$ cat src/rtl/huff_enc_pkg.sv
package huff_enc_pkg;

   localparam int SYM_COUNT    = 6;
   localparam int MAX_CODE_LEN = 4;
   localparam int LEN_W        = 3;
   localparam int ADDR_W       = 3;

   typedef struct packed {
      logic [MAX_CODE_LEN-1:0] bits;
      logic [LEN_W-1:0]        len;
   } hcode_t;

   typedef enum logic [ADDR_W-1:0] {
      RA_CTRL = 3'd0,
      RA_CHAR = 3'd1,
      RA_CODE = 3'd2,
      RA_STAT = 3'd3,
      RA_WORD = 3'd4
   } reg_addr_e;

   // symbol index order: E I N P S T
   function automatic hcode_t sym_code(input int unsigned idx);
      hcode_t c;
      case (idx)
         0:       begin c.bits = 4'b0001; c.len = 3'd1; end
         1:       begin c.bits = 4'b0110; c.len = 3'd4; end
         2:       begin c.bits = 4'b0000; c.len = 3'd3; end
         3:       begin c.bits = 4'b0010; c.len = 3'd3; end
         4:       begin c.bits = 4'b0111; c.len = 3'd4; end
         5:       begin c.bits = 4'b0001; c.len = 3'd3; end
         default: begin c.bits = 4'b0000; c.len = 3'd0; end
      endcase
      return c;
   endfunction

   function automatic logic [7:0] sym_ascii(input int unsigned idx);
      case (idx)
         0:       return 8'h45;
         1:       return 8'h49;
         2:       return 8'h4E;
         3:       return 8'h50;
         4:       return 8'h53;
         5:       return 8'h54;
         default: return 8'h00;
      endcase
   endfunction

endpackage

$ cat src/rtl/huff_lut.sv
module huff_lut
   import huff_enc_pkg::*;
#(
   parameter int CHAR_W   = 8,
   parameter bit ASCII_IN = 1'b1
) (
   input  logic [CHAR_W-1:0] sym,
   output hcode_t            code,
   output logic              hit
);

   initial begin
      if (ASCII_IN && CHAR_W < 8) $fatal(1, "huff_lut: ASCII input needs CHAR_W >= 8");
      if (CHAR_W < $clog2(SYM_COUNT)) $fatal(1, "huff_lut: CHAR_W too small");
   end

   logic [SYM_COUNT-1:0] match;

   for (genvar g = 0; g < SYM_COUNT; g++) begin : g_match
      if (ASCII_IN) begin : g_ascii
         assign match[g] = (sym == CHAR_W'(sym_ascii(g)));
      end else begin : g_index
         assign match[g] = (sym == CHAR_W'(g));
      end
   end

   always_comb begin
      code = '0;
      for (int i = 0; i < SYM_COUNT; i++) begin
         if (match[i]) code = sym_code(i);
      end
      hit = |match;
   end

endmodule

$ cat src/rtl/huff_packer.sv
module huff_packer #(
   parameter int WORD_W  = 32,
   parameter int MAX_LEN = 4,
   parameter int LEN_W   = 3,
   localparam int CNT_W  = $clog2(WORD_W + 1),
   localparam int WIN_W  = 2 * WORD_W
) (
   input  logic               clk,
   input  logic               rst_n,
   input  logic               clr,
   input  logic               push,
   input  logic [MAX_LEN-1:0] code_bits,
   input  logic [LEN_W-1:0]   code_len,
   input  logic               flush,
   input  logic               pop,
   output logic               word_valid,
   output logic [WORD_W-1:0]  word,
   output logic [CNT_W-1:0]   word_bits
);

   initial begin
      if (WORD_W < MAX_LEN) $fatal(1, "huff_packer: WORD_W below MAX_LEN");
      if ((1 << LEN_W) <= MAX_LEN) $fatal(1, "huff_packer: LEN_W too narrow");
   end

   logic [WORD_W-1:0] acc;
   logic [CNT_W-1:0]  fill;
   logic [WIN_W-1:0]  win;
   logic [CNT_W:0]    sum;
   logic              push_ok;
   int                shamt;

   assign push_ok = push && !word_valid;

   always_comb begin
      sum   = {1'b0, fill} + (CNT_W+1)'(code_len);
      shamt = WIN_W - int'(fill) - int'(code_len);
      win   = {acc, {WORD_W{1'b0}}} | (WIN_W'(code_bits) << shamt);
   end

   always_ff @(posedge clk or negedge rst_n) begin
      if (!rst_n) begin
         acc        <= '0;
         fill       <= '0;
         word       <= '0;
         word_bits  <= '0;
         word_valid <= 1'b0;
      end else if (clr) begin
         acc        <= '0;
         fill       <= '0;
         word       <= '0;
         word_bits  <= '0;
         word_valid <= 1'b0;
      end else begin
         if (pop && word_valid) word_valid <= 1'b0;
         if (push_ok) begin
            if (sum >= (CNT_W+1)'(WORD_W)) begin
               word       <= win[WIN_W-1 -: WORD_W];
               word_bits  <= CNT_W'(WORD_W);
               word_valid <= 1'b1;
               acc        <= win[WORD_W-1:0];
               fill       <= CNT_W'(sum - (CNT_W+1)'(WORD_W));
            end else begin
               acc  <= win[WIN_W-1 -: WORD_W];
               fill <= CNT_W'(sum);
            end
         end else if (flush && !word_valid && fill != '0) begin
            word       <= acc;
            word_bits  <= fill;
            word_valid <= 1'b1;
            acc        <= '0;
            fill       <= '0;
         end
      end
   end

   // the partial fill never reaches a whole word
   a_r6_fill_below_word: assert property (@(posedge clk) disable iff (!rst_n)
      fill < CNT_W'(WORD_W));

   // a held word stays put until popped or cleared
   a_r4_hold_stable: assert property (@(posedge clk) disable iff (!rst_n)
      word_valid && !pop && !clr |=> word_valid && $stable(word) && $stable(word_bits));

   // flush reports the pending bit count
   a_r7_flush_count: assert property (@(posedge clk) disable iff (!rst_n)
      flush && !push && !clr && !word_valid && fill != '0 |=> word_valid && word_bits == $past(fill));

endmodule

$ cat src/rtl/huff_enc_top.sv
module huff_enc_top
   import huff_enc_pkg::*;
#(
   parameter int CHAR_W   = 8,
   parameter bit ASCII_IN = 1'b1,
   parameter int WORD_W   = 32,
   parameter int DATA_W   = 32
) (
   input  logic              clk,
   input  logic              rst_n,
   input  logic [2:0]        reg_addr,
   input  logic              reg_wr,
   input  logic [DATA_W-1:0] reg_wdata,
   input  logic              reg_rd,
   output logic [DATA_W-1:0] reg_rdata
);

   localparam int CNT_W = $clog2(WORD_W + 1);

   initial begin
      if (DATA_W < WORD_W) $fatal(1, "huff_enc_top: DATA_W below WORD_W");
      if (DATA_W < 8 + CNT_W) $fatal(1, "huff_enc_top: DATA_W too small for status");
      if (DATA_W < CHAR_W) $fatal(1, "huff_enc_top: DATA_W below CHAR_W");
   end

   hcode_t            lut_code;
   logic              lut_hit;
   hcode_t            code_q;
   logic              err_q;
   logic              word_valid;
   logic [WORD_W-1:0] word;
   logic [CNT_W-1:0]  word_bits;

   logic wr_ctrl, wr_char, soft_clr, flush_cmd, char_ok, push, pop;

   assign wr_ctrl   = reg_wr && reg_addr == RA_CTRL;
   assign wr_char   = reg_wr && reg_addr == RA_CHAR;
   assign soft_clr  = wr_ctrl && reg_wdata[0];
   assign flush_cmd = wr_ctrl && reg_wdata[1] && !reg_wdata[0];
   assign char_ok   = wr_char && !word_valid;
   assign push      = char_ok && lut_hit;
   assign pop       = reg_rd && !reg_wr && reg_addr == RA_WORD;

   huff_lut #(
      .CHAR_W   (CHAR_W),
      .ASCII_IN (ASCII_IN)
   ) u_lut (
      .sym  (reg_wdata[CHAR_W-1:0]),
      .code (lut_code),
      .hit  (lut_hit)
   );

   huff_packer #(
      .WORD_W  (WORD_W),
      .MAX_LEN (MAX_CODE_LEN),
      .LEN_W   (LEN_W)
   ) u_pack (
      .clk        (clk),
      .rst_n      (rst_n),
      .clr        (soft_clr),
      .push       (push),
      .code_bits  (lut_code.bits),
      .code_len   (lut_code.len),
      .flush      (flush_cmd),
      .pop        (pop),
      .word_valid (word_valid),
      .word       (word),
      .word_bits  (word_bits)
   );

   always_ff @(posedge clk or negedge rst_n) begin
      if (!rst_n) begin
         code_q <= '0;
         err_q  <= 1'b0;
      end else if (soft_clr) begin
         code_q <= '0;
         err_q  <= 1'b0;
      end else if (char_ok) begin
         code_q <= lut_hit ? lut_code : '0;
         if (!lut_hit) err_q <= 1'b1;
      end
   end

   always_comb begin
      reg_rdata = '0;
      case (reg_addr)
         RA_CODE: begin
            reg_rdata[MAX_CODE_LEN-1:0] = code_q.bits;
            reg_rdata[8 +: LEN_W]       = code_q.len;
         end
         RA_STAT: begin
            reg_rdata[0]          = word_valid;
            reg_rdata[1]          = word_valid;
            reg_rdata[2]          = err_q;
            reg_rdata[8 +: CNT_W] = word_valid ? word_bits : '0;
         end
         RA_WORD: reg_rdata[WORD_W-1:0] = word_valid ? word : '0;
         default: reg_rdata = '0;
      endcase
   end

   // an unknown character raises the error flag
   a_r5_error_set: assert property (@(posedge clk) disable iff (!rst_n)
      char_ok && !lut_hit && !soft_clr |=> err_q && code_q.len == '0);

   // popping a ready word clears it
   a_r9_pop_clears: assert property (@(posedge clk) disable iff (!rst_n)
      pop && word_valid |=> !word_valid);

   // a character written while busy leaves the last code alone
   a_r8_busy_ignores: assert property (@(posedge clk) disable iff (!rst_n)
      wr_char && word_valid |=> $stable(code_q));

endmodule

$ cat config.mk
export PLATFORM = sky130hd
export DESIGN_NAME = huff_enc_top
export DESIGN_NICKNAME = d
export VERILOG_FILES = /design/src/rtl/huff_enc_pkg.sv /design/src/rtl/huff_lut.sv /design/src/rtl/huff_packer.sv /design/src/rtl/huff_enc_top.sv
export SDC_FILE = /design/constraint.sdc
export NUM_CORES = 1
export LEC_CHECK = 0
export BUFFER_PORTS_ARGS = -buffer_cell sky130_fd_sc_hd__buf_2
export CAP_MARGIN = 30
export CORE_ASPECT_RATIO = 0.9
export CORE_MARGIN = 4
export CORE_UTILIZATION = 28
export DETAILED_ROUTE_END_ITERATION = 6
export PLACE_DENSITY = 0.57
export SYNTH_ARGS = -nofsm -noshare
export SYNTH_HDL_FRONTEND = slang
export SYNTH_SLANG_ARGS = --single-unit
$ cat constraint.sdc
create_clock -name clk -period 6.55 [get_ports clk]
set_input_delay 1.31 -clock clk [delete_from_list [all_inputs] [get_ports clk]]
set_output_delay 1.31 -clock clk [all_outputs]
set_load 0.05 [all_outputs]
==> impl_summary.txt <==
----------------------------------------------------
[Run status]
  Result of the run ... complete, no violations

[Cells and area]
  Area growth from synthesis to layout ... 15.1%
  Antenna diodes ... 0
  Layout cell share with drive strength beyond 1 ... 0.160
  Number of nets in the finished design ... 643
  Non-Filler Instances ... about 840
  Fill count ... approximately 1900

[Routing]
  DR iter-0 viols ... 479
  Number of detailed-route iterations in the first pass ... 7
  Residual DRC ... 0
  Post-detailed-route count of antenna-violating nets ... 0
  Detailed-route wire length ... 14700 um
  Drt via density ... between 5 and 6
  Total via count after detailed routing ... around 4500
  Drt wl/cell ... approximately 18 um

[Logic synthesis]
  Share of the yosys chip area belonging to registers ... 0.413
  Area share of the leading cell type in the synthesized netlist ... 0.413
  Ys flop type ... sky130_fd_sc_hd__dfrtp_1
  Syn. warnings ... 0
  Top cells by count, synth ... sky130_fd_sc_hd__nand2_1 (85), sky130_fd_sc_hd__dfrtp_1 (83), sky130_fd_sc_hd__a21oi_1 (44), sky130_fd_sc_hd__o21ai_0 (36), sky130_fd_sc_hd__and2_1 (27)
  Synth Net Count ... roughly 620
  Number of synthesized flops with an enable pin ... 0
  Synthesized cell area ... 5030 sq um
  Number of distinct library cell variants in the gate-level netlist after synthesis ... 70
  Average footprint of a synthesized cell ... 8.89 sq um
  Fraction of synthesis flops using an asynchronous set or reset pin ... 1.00
  Cell type with the highest aggregate area in the netlist ... sky130_fd_sc_hd__dfrtp_1
  Library cell with the highest instance count after synthesis ... sky130_fd_sc_hd__nand2_1
  Cells after Synth ... 566
  Top cells by area, synth ... sky130_fd_sc_hd__dfrtp_1 (41%), sky130_fd_sc_hd__nand2_1 (6.3%), sky130_fd_sc_hd__a21oi_1 (4.4%), sky130_fd_sc_hd__o21ai_0 (3.6%), sky130_fd_sc_hd__and2_1 (3.4%)
  Register bit count reported by yosys ... 83

[Power and ir drop]
  Switching share of power ... 0.304
  Pleak ... about 2.5 nW
  Power per cell area ... 225 nW/um^2
  Internal power ... approximately 900 uW
  Share of power burned in the clock network ... 0.375
  Proportion of power drawn by flip-flops and latches ... 0.456
  Switching power of the nets ... 397 uW
  Overall power consumption ... roughly 1.3 mW
  Peak ir drop on the vdd network ... between 0.0001 and 0.00015 V
  Comb power frac ... 0.169

[Worst setup path]
  Endpoint class of the critical path ... flop
  Max stage delay on crit path ... between 0.6 and 0.7 ns
  Start-to-end type of the worst setup path ... in2reg
  CP max stage cell ... sky130_fd_sc_hd__nor2b_1
  Register-to-register path setup slack ... 2.41 ns
  Reg-to-reg endpoint ... u_pack.acc[8]
  Critical path cell sequence ... buf_2 > or3b_1 > nor2_1 > ha_1 > inv_1 > fa_1 > a21o_1 > a21oi_1 > ha_1 > inv_1 > or4_1 > nor2b_1 > a32o_1
  Largest driver fanout on the critical path ... 15
  Crit path DAT ... 5.59 ns
  Cells on worst reg2reg path ... 11
  Startpoint types ... input pin
  Required time at the endpoint of the critical path ... approximately 6.8 ns
  Start of the worst register-to-register path ... u_pack.fill[1]

[Global route]
  Initial antenna violation count ... 0
  Vias in the first global route ... 4339
  Largest net degree at the start of global routing ... between 70 and 80
  Wire length of the first global-routing pass ... 23700 um
  Total grt overflow ... 0
  GRT Overall Usage ... 0.148

[CTS]
  Num Clock Sinks ... 83
  Reg clk slew, reported paths ... 0.06 ns
  Number of buffers added for setup after CTS ... 0
  Number of buffers added to fix hold violations after cts ... 0
  Library cell used as clock root buffer ... sky130_fd_sc_hd__clkbuf_16
  Bufs on Longest Clock Path ... 2
  Level count of the clock H-tree ... 3
  TritonCTS clock tree ... yes
  CTS Buf Count ... 9
  Clk_lat worst skew ... approximately 0.34 ns
  Number of gates resized after CTS ... 0

[STA]
  Final Cycle Share ... 0.812
  Final Max Slew Viols ... 0
  Slew at the pin closest to its max-slew limit ... ~0.93 ns
  Setup-failing EPs final ... 0
  Worst setup skew after layout ... about 0.0062 ns
  Post-layout minimum cycle time ... ~5.3 ns
  Relative slew margins ... 0.369
  Worst hold slack after final layout ... between 0.4 and 0.5 ns
  Unrepaired setup endpoints after global routing ... no
  Final-report hold violation count ... 0
  Fmax ... ~190 MHz
  Setup TNS ... 0 ns

[Floorplanning]
  Die width ... 149 um
  Initial standard-cell utilization of the core ... 0.286
  Die area ... just over 20000 sq um
  Core Rows ... 46
  Die Ht ... about 140 um
  I/O pin total ... ~70
  Area of the core ... approximately 18000 sq um

[Place]
  Gpl congestion ... approximately 0.87
  I/O Buffers ... 46
  Post-placement cell count ... around 820
  HPWL after detailed placement ... ~11000 um

[Min path]
  Beginning of the worst hold path ... err_q
  Cell depth of the worst hold path ... 2
  Worst Hold Path EP ... err_q
  Type of the worst min-delay path ... reg2reg

[Flow run]
  Max-capacitance violation count ... 0

----------------------------------------------------
## how the worst max path moves through the flow
stage | depth (start not counted) | slack (ns) | end | start
finish | 13 | 1.23 | u_pack.acc[8] | reg_wdata[5]
global route | 13 | 1.02 | u_pack.acc[6] | reg_wdata[5]
CTS | 13 | 1.30 | u_pack.acc[8] | reg_wdata[5]
detailed placement | 13 | 0.96 | u_pack.acc[2] | reg_wdata[5]
global placement | 13 | 1.03 | u_pack.acc[2] | reg_wdata[5]
floorplan | 12 | 1.92 | u_pack.word[8] | reg_wdata[5]
## layout make-up
type                       instances  area [sq um]  share of cell area
sequential                        83          2080               0.358
clock buffer                      10           239              0.0412
timing repair buffer              54           333              0.0574
multi-input combinational        428          2730               0.471
clock inverter                     6          46.3             0.00799
inverter                          18          67.6              0.0117
tap                              240           300              0.0518
## registers in the layout, summed over array words and instances (netlist names)
signal,count
code_q,5
err_q,1
u_pack.acc,32
u_pack.fill,6
u_pack.word,32
u_pack.word_bits,6
u_pack.word_valid,1
## cell families (layout without fill, tap and decap cells)
logic type                 after synthesis  in the layout  share of synthesized area
xor gates and xnor gates                12             12                     0.0276
and+or+nand+nor                        233            233                      0.248
AOI/OAI and AO/OA                      168            168                      0.228
DFF                                     83             83                      0.413
buffers and inverters                   55             88                     0.0450
muxes                                    5              5                     0.0109
adders and majority gates               10             10                     0.0278
## per-stage QoR
| stage | utilization | area (sq um) | worst slack (ns) |
|---|---|---|---|
| global placement | 0.310 | 5450 | 1.03 |
| floorplan | - | 5030 | 1.92 |
| finish | 0.329 | 5790 | 1.23 |
| global route | 0.329 | 5790 | 1.02 |
| detailed placement | 0.311 | 5480 | 0.958 |
| CTS | 0.327 | 5770 | 1.30 |
## power by group through the flow
stage          Sequential (mW)  Combinational [mW]  Clock (mW)
5_1_grt                  0.602               0.244       0.516
4_1_cts                  0.596               0.218       0.498
3_3_place_gp             0.603               0.211           0
6_report                 0.596               0.221       0.490
3_5_place_dp             0.606               0.217           0
2_1_floorplan            0.587               0.150           0
## placed cells by master, fill, tap and decap left out, types with 9 or more instances in the layout
cell type / instances
sky130_fd_sc_hd__nand2_1: 85
sky130_fd_sc_hd__dfrtp_1: 83
sky130_fd_sc_hd__buf_2: 45
sky130_fd_sc_hd__nor2_1: 24
sky130_fd_sc_hd__a32o_1: 11
sky130_fd_sc_hd__and2_1: 27
sky130_fd_sc_hd__inv_1: 18
sky130_fd_sc_hd__a21oi_1: 44
sky130_fd_sc_hd__a211oi_1: 22
sky130_fd_sc_hd__nand3_1: 19
sky130_fd_sc_hd__o21ai_0: 36
sky130_fd_sc_hd__clkbuf_16: 9
## metal layers
layer  track usage  part of all wire
met1         0.218              0.50
met2         0.219              0.43
met3        0.0311             0.054
met4        0.0427             0.015
met5             0                 0
## worst max-delay path: cells and delay by family
kind                     cells  cell delay [ns]
AND/OR/NAND/NOR              4             2.40
adder cells (fa/ha/maj)      3             0.95
AO/OA/AOI/OAI                3             0.66
buffers and inverters        3             0.27
(Power assumes the default switching activity.)
